<file path="config.mk">
export PLATFORM = sky130hd
export DESIGN_NAME = spi_cmd_engine
export DESIGN_NICKNAME = d
export VERILOG_FILES = /design/src/rtl/spi_cmd_pkg.sv /design/src/rtl/spi_cmd_tick.sv /design/src/rtl/spi_cmd_shifter.sv /design/src/rtl/spi_cmd_ctrl.sv /design/src/rtl/spi_cmd_engine.sv
export SDC_FILE = /design/constraint.sdc
export NUM_CORES = 1
export LEC_CHECK = 0
export BUFFER_PORTS_ARGS = -buffer_cell sky130_fd_sc_hd__buf_2
export CORE_MARGIN = 1.5
export CORE_UTILIZATION = 50
export DETAILED_ROUTE_END_ITERATION = 16
export HOLD_SLACK_MARGIN = 0.05
export MAX_ROUTING_LAYER = met4
export PLACE_DENSITY = 0.72
export SETUP_SLACK_MARGIN = 0.5
export SYNTH_ARGS = -nofsm -noshare
export SYNTH_HDL_FRONTEND = slang
export SYNTH_HIERARCHICAL = 1
export SYNTH_SLANG_ARGS = --single-unit
export TNS_END_PERCENT = 1
</file>
<file path="constraint.sdc">
create_clock -name clk -period 5.25 [get_ports clk]
set_input_delay 0.7875 -clock clk [delete_from_list [all_inputs] [get_ports clk]]
set_output_delay 0.7875 -clock clk [all_outputs]
set_load 0.1 [all_outputs]
</file>
<file path="src/rtl/spi_cmd_pkg.sv">
package spi_cmd_pkg;

  typedef enum logic [2:0] {
    ST_IDLE,
    ST_FETCH,
    ST_LOAD,
    ST_XFER,
    ST_TRAIL
  } eng_state_t;

  localparam int CMD_W = 8;

endpackage

</file>
<file path="src/rtl/spi_cmd_tick.sv">
module spi_cmd_tick #(
  parameter int HALF = 2
) (
  input  logic clk,
  input  logic rst,
  input  logic run,
  output logic tick
);

  generate
    if (HALF == 1) begin : g_every
      assign tick = run;
    end else begin : g_count
      localparam int CW = $clog2(HALF);
      logic [CW-1:0] cnt;

      always_ff @(posedge clk) begin
        if (rst || !run) begin
          cnt <= '0;
        end else if (cnt == CW'(HALF - 1)) begin
          cnt <= '0;
        end else begin
          cnt <= cnt + 1'b1;
        end
      end

      assign tick = run && (cnt == CW'(HALF - 1));

      AST_TICK_GAP: assert property (@(posedge clk) disable iff (rst) tick |=> !tick);
    end
  endgenerate

endmodule

</file>
<file path="src/rtl/spi_cmd_shifter.sv">
module spi_cmd_shifter #(
  parameter int DW = 8
) (
  input  logic          clk,
  input  logic          rst,
  input  logic          tick,
  input  logic          run,
  input  logic          load,
  input  logic [DW-1:0] load_data,
  input  logic          miso,
  output logic          sclk,
  output logic          mosi,
  output logic          rise_first,
  output logic          rise_last,
  output logic          fall_last,
  output logic [DW-1:0] rx_word
);

  localparam int BW = $clog2(DW);
  localparam logic [BW-1:0] LAST_BIT = BW'(DW - 1);

  logic [DW-1:0] tx_sr;
  logic [DW-1:0] rx_sr;
  logic [BW-1:0] bit_idx;
  logic          rise_ev;
  logic          fall_ev;

  assign rise_ev    = run && tick && !sclk;
  assign fall_ev    = run && tick && sclk;
  assign rise_first = rise_ev && (bit_idx == '0);
  assign rise_last  = rise_ev && (bit_idx == LAST_BIT);
  assign fall_last  = fall_ev && (bit_idx == LAST_BIT);
  assign rx_word    = {rx_sr[DW-2:0], miso};

  always_ff @(posedge clk) begin
    if (rst) begin
      sclk    <= 1'b0;
      mosi    <= 1'b0;
      tx_sr   <= '0;
      rx_sr   <= '0;
      bit_idx <= '0;
    end else if (load) begin
      tx_sr   <= load_data;
      mosi    <= load_data[DW-1];
      bit_idx <= '0;
      sclk    <= 1'b0;
    end else if (rise_ev) begin
      sclk  <= 1'b1;
      rx_sr <= rx_word;
    end else if (fall_ev) begin
      sclk <= 1'b0;
      if (bit_idx != LAST_BIT) begin
        bit_idx <= bit_idx + 1'b1;
        tx_sr   <= tx_sr << 1;
        mosi    <= tx_sr[DW-2];
      end
    end
  end

  AST_MOSI_AT_RISE: assert property (@(posedge clk) disable iff (rst) $rose(sclk) |-> $stable(mosi));
  AST_SCLK_PARKED: assert property (@(posedge clk) disable iff (rst) !run |-> !sclk);

endmodule

</file>
<file path="src/rtl/spi_cmd_ctrl.sv">
module spi_cmd_ctrl
  import spi_cmd_pkg::*;
#(
  parameter int DW      = 8,
  parameter int MAX_LEN = 200,
  parameter int NUM_SS  = 4,
  parameter int AW      = 8,
  parameter int LW      = 8
) (
  input  logic              clk,
  input  logic              rst,
  input  logic              start,
  input  logic [CMD_W-1:0]  cmd,
  input  logic [LW-1:0]     len,
  input  logic [DW-1:0]     rd_data,
  input  logic              tick,
  input  logic              rise_first,
  input  logic              rise_last,
  input  logic              fall_last,
  input  logic [DW-1:0]     rx_word,
  output logic              run_tick,
  output logic              run_shift,
  output logic              load,
  output logic [DW-1:0]     load_data,
  output logic [NUM_SS-1:0] ss_n,
  output logic              done,
  output logic              rd_en,
  output logic [AW-1:0]     rd_addr,
  output logic              wr_en,
  output logic [AW-1:0]     wr_addr,
  output logic [DW-1:0]     wr_data
);

  eng_state_t        st;
  logic [LW-1:0]     len_q;
  logic [LW-1:0]     idx;
  logic [LW-1:0]     idx_nxt;
  logic [NUM_SS-1:0] mask_q;
  logic [DW-1:0]     pre_q;
  logic              rd_vld;
  logic              cmd_ok;
  logic              go_ok;
  logic              more;
  logic [LW-1:0]     len_eff;

  assign cmd_ok   = ((cmd >> NUM_SS) == '0) && (cmd[NUM_SS-1:0] != '0);
  assign go_ok    = cmd_ok && (len != '0);
  assign len_eff  = (len > LW'(MAX_LEN)) ? LW'(MAX_LEN) : len;
  assign idx_nxt  = idx + 1'b1;
  assign more     = idx_nxt < len_q;

  assign run_shift = (st == ST_XFER);
  assign run_tick  = (st == ST_XFER) || (st == ST_TRAIL);
  assign load      = (st == ST_LOAD) || (fall_last && more);
  assign load_data = (st == ST_LOAD) ? rd_data : pre_q;

  always_ff @(posedge clk) begin
    if (rst) begin
      st      <= ST_IDLE;
      ss_n    <= '1;
      done    <= 1'b0;
      rd_en   <= 1'b0;
      rd_addr <= '0;
      wr_en   <= 1'b0;
      wr_addr <= '0;
      wr_data <= '0;
      idx     <= '0;
      len_q   <= '0;
      mask_q  <= '0;
      pre_q   <= '0;
      rd_vld  <= 1'b0;
    end else begin
      done   <= 1'b0;
      rd_en  <= 1'b0;
      wr_en  <= 1'b0;
      rd_vld <= rd_en;
      if (rd_vld) begin
        pre_q <= rd_data;
      end
      case (st)
        ST_IDLE: begin
          if (start) begin
            if (go_ok) begin
              len_q   <= len_eff;
              mask_q  <= cmd[NUM_SS-1:0];
              idx     <= '0;
              rd_en   <= 1'b1;
              rd_addr <= '0;
              st      <= ST_FETCH;
            end else begin
              done <= 1'b1;
            end
          end
        end
        ST_FETCH: begin
          st <= ST_LOAD;
        end
        ST_LOAD: begin
          ss_n <= ~mask_q;
          st   <= ST_XFER;
        end
        ST_XFER: begin
          if (rise_first && more) begin
            rd_en   <= 1'b1;
            rd_addr <= idx_nxt[AW-1:0];
          end
          if (rise_last) begin
            wr_en   <= 1'b1;
            wr_addr <= idx[AW-1:0];
            wr_data <= rx_word;
          end
          if (fall_last) begin
            if (more) begin
              idx <= idx_nxt;
            end else begin
              st <= ST_TRAIL;
            end
          end
        end
        ST_TRAIL: begin
          if (tick) begin
            ss_n <= '1;
            done <= 1'b1;
            st   <= ST_IDLE;
          end
        end
        default: st <= ST_IDLE;
      endcase
    end
  end

  AST_IDLE_DESELECT: assert property (@(posedge clk) disable iff (rst) (st == ST_IDLE) |-> (ss_n == '1));
  AST_BAD_CMD_DONE: assert property (@(posedge clk) disable iff (rst) (st == ST_IDLE && start && !go_ok) |=> (done && ss_n == '1));
  AST_DONE_PULSE: assert property (@(posedge clk) disable iff (rst) done |=> !done);
  AST_WR_RANGE: assert property (@(posedge clk) disable iff (rst) wr_en |-> (int'(wr_addr) < MAX_LEN));
  AST_RD_RANGE: assert property (@(posedge clk) disable iff (rst) rd_en |-> (int'(rd_addr) < MAX_LEN));
  AST_MASK_HOLD: assert property (@(posedge clk) disable iff (rst) (st == ST_XFER && $past(st) == ST_XFER) |-> $stable(ss_n));

endmodule

</file>
<file path="src/rtl/spi_cmd_engine.sv">
module spi_cmd_engine #(
  parameter int CLK_DIV = 4,
  parameter int MAX_LEN = 200,
  parameter int NUM_SS  = 4,
  parameter int DW      = 8,
  localparam int HALF   = CLK_DIV / 2,
  localparam int AW     = $clog2(MAX_LEN),
  localparam int LW     = $clog2(MAX_LEN + 1)
) (
  input  logic              clk,
  input  logic              rst,
  input  logic              start,
  input  logic [7:0]        cmd,
  input  logic [LW-1:0]     len,
  output logic              buf_rd_en,
  output logic [AW-1:0]     buf_rd_addr,
  input  logic [DW-1:0]     buf_rd_data,
  output logic              buf_wr_en,
  output logic [AW-1:0]     buf_wr_addr,
  output logic [DW-1:0]     buf_wr_data,
  output logic              sclk,
  output logic              mosi,
  input  logic              miso,
  output logic [NUM_SS-1:0] ss_n,
  output logic              done
);

  logic          tick;
  logic          run_tick;
  logic          run_shift;
  logic          load;
  logic [DW-1:0] load_data;
  logic          rise_first;
  logic          rise_last;
  logic          fall_last;
  logic [DW-1:0] rx_word;

  spi_cmd_tick #(
    .HALF (HALF)
  ) u_tick (
    .clk  (clk),
    .rst  (rst),
    .run  (run_tick),
    .tick (tick)
  );

  spi_cmd_shifter #(
    .DW (DW)
  ) u_shift (
    .clk        (clk),
    .rst        (rst),
    .tick       (tick),
    .run        (run_shift),
    .load       (load),
    .load_data  (load_data),
    .miso       (miso),
    .sclk       (sclk),
    .mosi       (mosi),
    .rise_first (rise_first),
    .rise_last  (rise_last),
    .fall_last  (fall_last),
    .rx_word    (rx_word)
  );

  spi_cmd_ctrl #(
    .DW      (DW),
    .MAX_LEN (MAX_LEN),
    .NUM_SS  (NUM_SS),
    .AW      (AW),
    .LW      (LW)
  ) u_ctrl (
    .clk        (clk),
    .rst        (rst),
    .start      (start),
    .cmd        (cmd),
    .len        (len),
    .rd_data    (buf_rd_data),
    .tick       (tick),
    .rise_first (rise_first),
    .rise_last  (rise_last),
    .fall_last  (fall_last),
    .rx_word    (rx_word),
    .run_tick   (run_tick),
    .run_shift  (run_shift),
    .load       (load),
    .load_data  (load_data),
    .ss_n       (ss_n),
    .done       (done),
    .rd_en      (buf_rd_en),
    .rd_addr    (buf_rd_addr),
    .wr_en      (buf_wr_en),
    .wr_addr    (buf_wr_addr),
    .wr_data    (buf_wr_data)
  );

  AST_SCLK_NEEDS_SS: assert property (@(posedge clk) disable iff (rst) $rose(sclk) |-> (ss_n != '1));
  AST_WR_NEEDS_SS: assert property (@(posedge clk) disable iff (rst) buf_wr_en |-> (ss_n != '1));

endmodule

</file>
==> metrics.md <==
| Metric | Value |
|---|---|
| First-pass GRT wire length | 13.3 mm |
| Critical Path Max Stage Delay | between 0.5 and 0.6 ns |
| Ys async rst share | 0% |
| Slowest-stage cell, CP | and4bb_2 |
| Period utilisation layout | 67.7% |
| Layout cell share with drive strength beyond 1 | approximately a quarter |
| CP bufs+invs | 1 |
| DRC | 0 |
| Setup TNS | 0 ns |
| ANT cells | 0 |
| Clk_skew | 0.00582 ns |
| DRT antenna net count | 0 |
| Post-CTS resize count | 0 |
| Crit-path cells | ha_1 > nand3_1 > nor2_1 > xnor2_1 > inv_1 > ha_1 > and4_1 > o21ai_1 > o221a_4 > a21o_2 > and4bb_2 > mux2i_1 > nor2_1 |
| Worst Reg-to-Reg Cells | 13 |
| Worst Tran Pin Value | 1.14 ns |
| Gpl congestion | 0.793 |
| Worst skew pair latency | 0.34 ns |
| Seq/Total Area, Yosys | 41.9% |
| CP Launch Type | flop |
| Avg Synthesized Cell Area | 9.26 sq um |
| WHS Endpoint | u_tick/g_count.cnt |
| Initial Util | 51.5% |
| DP Worst Slack | 1.74 ns |
| Post-DR wirelength/cell | 13.5 um |
| Setup ws final | around 1.7 ns |
| Synth unique cells | 54 |
| Area delta synth->final | 11.9% |
| Clock Path Buffers | 2 |
| Hold Crit Depth | 1 |
| # nets final | approximately 510 |
| Vias in the first global route | 2945 |
| Required time of the critical path | 5.46 ns |
| Inst Count DP | 565 |
| Htree depth | 3 |
| Synth warn | 6 |
| HPWL after detailed placement | 5.54 mm |
| TritonCTS buffer count | 9 |
| F_max | 281 MHz |
| Area after DPL | ~0.0042 sq mm |
| Cts hold-fix bufs | 0 |
| Root buf cell | clkbuf_8 |
| Most frequent cells in the layout | 83 x dfxtp_1, 66 x nand2_1, 60 x buf_2, 35 x a21oi_1, 30 x nor2_1 |
| Max Cap Viol | 0 |
| Critical Path End Type | flop |
| Pwr/cell area | 274 mW/mm^2 |
| FF-to-FF End | u_shift/rx_sr[3] |
| Syn_nets | between 400 and 500 |
| WS Path Type | reg -> reg |
| Vias | 3080 |
| Cell area after layout | 0.00443 sq mm |
| IO Pins | just over 60 |
| Crit-path max FO | 28 |
| Synth Register Bits | between 80 and 90 |
| Commonest non-fill, non-tap cell in the layout | dfxtp_1 |
| Number of port buffers | 60 |
| Clock slew at reported path FFs | 0.08 ns |
| Peak VDD IR | 0.000150 V |
| Final min period | 3.55 ns |
| Critical Path AT | ~3.8 ns |
| Detailed Route WL | between 7 and 8 mm |
| FF-to-FF Start | u_ctrl/idx[0] |
| Die area | 0.00847 sq mm |
| Die H | 92.0 um |
| RSZ-0062 raised after global routing | no |
| EDFF count, synth | 0 |
| Postcts setup bufs | 0 |
| Initial antenna violation count | 0 |
| Overall Global Routing Usage | 19.9% |
| Finished Layout Cells | 580 |
| Post-synth top flop | dfxtp_1 |
| Final setup fails | 0 |
| Core Box Area | approximately 0.0077 sq mm |
| TritonRoute pass-1 iters | 4 |
| Min-delay worst type | reg -> reg |
| Delay-heaviest family, CP | simple AND/OR/NAND/NOR gates |
| Post-Synthesis Cells | 428 |
| Pleak | 1.72 nW |
| Die X-Extent | 92.0 um |
| Clock Sinks | 83 |
| Hold Violations, Final | 0 |
| Headroom to the max-slew limit | 23.6% |
| R2r setup slk | 1.70 ns |
| Largest net degree at the start of global routing | 52 |
| Fin. max-slew vios | 0 |
| Vias per cell | roughly 5.3 |
| Status | complete, no violations |
| Hold Slack | around 0.43 ns |
| Drt initial violations | 139 |
| GRT overflow | 0 |
| Site row count | 32 |
| Mapped cell area | 0.00396 sq mm |
| CTS tree | built |
| Hold path start | u_tick/g_count.cnt |
==> per-layer routing <==
| metal | up-vias | routed length (um) | GRT usage (%) |
|---|---|---|---|
| met2 | 55 | 3980 | 33.6 |
| met3 | 8 | 277 | 4.89 |
| met1 | 1450 | 3480 | 23.6 |
| met5 | - | 0 | - |
| met4 | 0 | 97 | 5.64 |
| li1 | 1567 | - | - |
==> report_power, final <==
group / total (W) / internal, W / switching [W]
combinational: 0.000115 / 0.0000435 / 0.0000711
clock: 0.000449 / 0.000243 / 0.000206
sequential: 0.000650 / 0.000641 / 0.00000914
==> metrics by stage <==
step / util (%) / total power [W]
floorplan: - / 0.000757
global placement: 55.1 / 0.000776
detailed placement: 55.1 / 0.000779
CTS: 57.7 / 0.00123
global route: 57.7 / 0.00127
finish: 57.7 / 0.00121
==> synth_stat cells, types with 2 or more instances <==
library cell	count	area, sq um
nand4b_4	2	47.6
nor3_1	14	70.1
nand3_1	7	35.0
clkbuf_1	7	26.3
inv_1	25	93.8
o21ai_0	5	25.0
xor2_1	2	17.5
nand2_1	66	248
a2111oi_2	7	105
o21ai_4	2	32.5
a21oi_1	35	175
o41ai_2	2	32.5
o32ai_1	11	96.3
ha_1	11	138
mux2i_1	17	170
nor2b_1	12	75.1
nand3b_1	6	45.0
nand2b_1	17	106
nor2_1	30	113
dfxtp_1	83	1660
buf_2	8	40.0
and2_1	3	18.8
buf_4	9	67.6
o32ai_2	3	48.8
mux2_2	8	90.1
xnor2_1	6	52.6
o22ai_1	3	18.8
==> layout make-up <==
type / count / area [sq um]
Fill cell: 687 / 3250
Sequential cell: 83 / 1660
Timing Repair Buffer: 61 / 308
Inverter: 25 / 93.8
Multi-Input combinational cell: 294 / 2050
Clock buffer: 13 / 159
Clock inverter: 2 / 35.0
Tap cell: 102 / 128
==> worst max path at each step <==
stage,startpoint,to,cells after the start
6_report,u_ctrl/idx[0],u_shift/rx_sr[3],13
5_1_grt,u_ctrl/idx[0],u_shift/rx_sr[5],13
4_1_cts,u_ctrl/idx[0],u_shift/rx_sr[3],13
3_5_place_dp,u_ctrl/idx[0],u_shift/rx_sr[6],13
3_3_place_gp,u_ctrl/idx[0],u_shift/rx_sr[4],13
2_1_floorplan,u_ctrl/idx[0],u_shift/rx_sr[0],15
==> registers in the layout, indices dropped and copies added, names as in the netlist, 3 cells and up <==
| signal | count |
|---|---|
| u_shift/rx_sr | 7 |
| u_ctrl/len_q | 8 |
| u_ctrl/mask_q | 4 |
| u_ctrl/rd_addr | 8 |
| u_ctrl/pre_q | 8 |
| u_shift/bit_idx | 3 |
| u_shift/tx_sr | 7 |
| u_ctrl/wr_data | 8 |
| u_ctrl/st | 3 |
| u_ctrl/idx | 8 |
| u_ctrl/ss_n | 4 |
| u_ctrl/wr_addr | 8 |
==> cells by family (layout without fill, tap and decap cells) <==
group | Yosys count | in the layout | share of synthesized area (%)
mux | 25 | 25 | 6.57
buf+inv | 51 | 101 | 6.38
fa+ha+maj | 11 | 11 | 3.47
flops | 83 | 83 | 41.9
compound gates | 78 | 78 | 16.9
simple gates | 172 | 172 | 23.0
xor+xnor | 8 | 8 | 1.77
(Power assumes the default switching activity.)
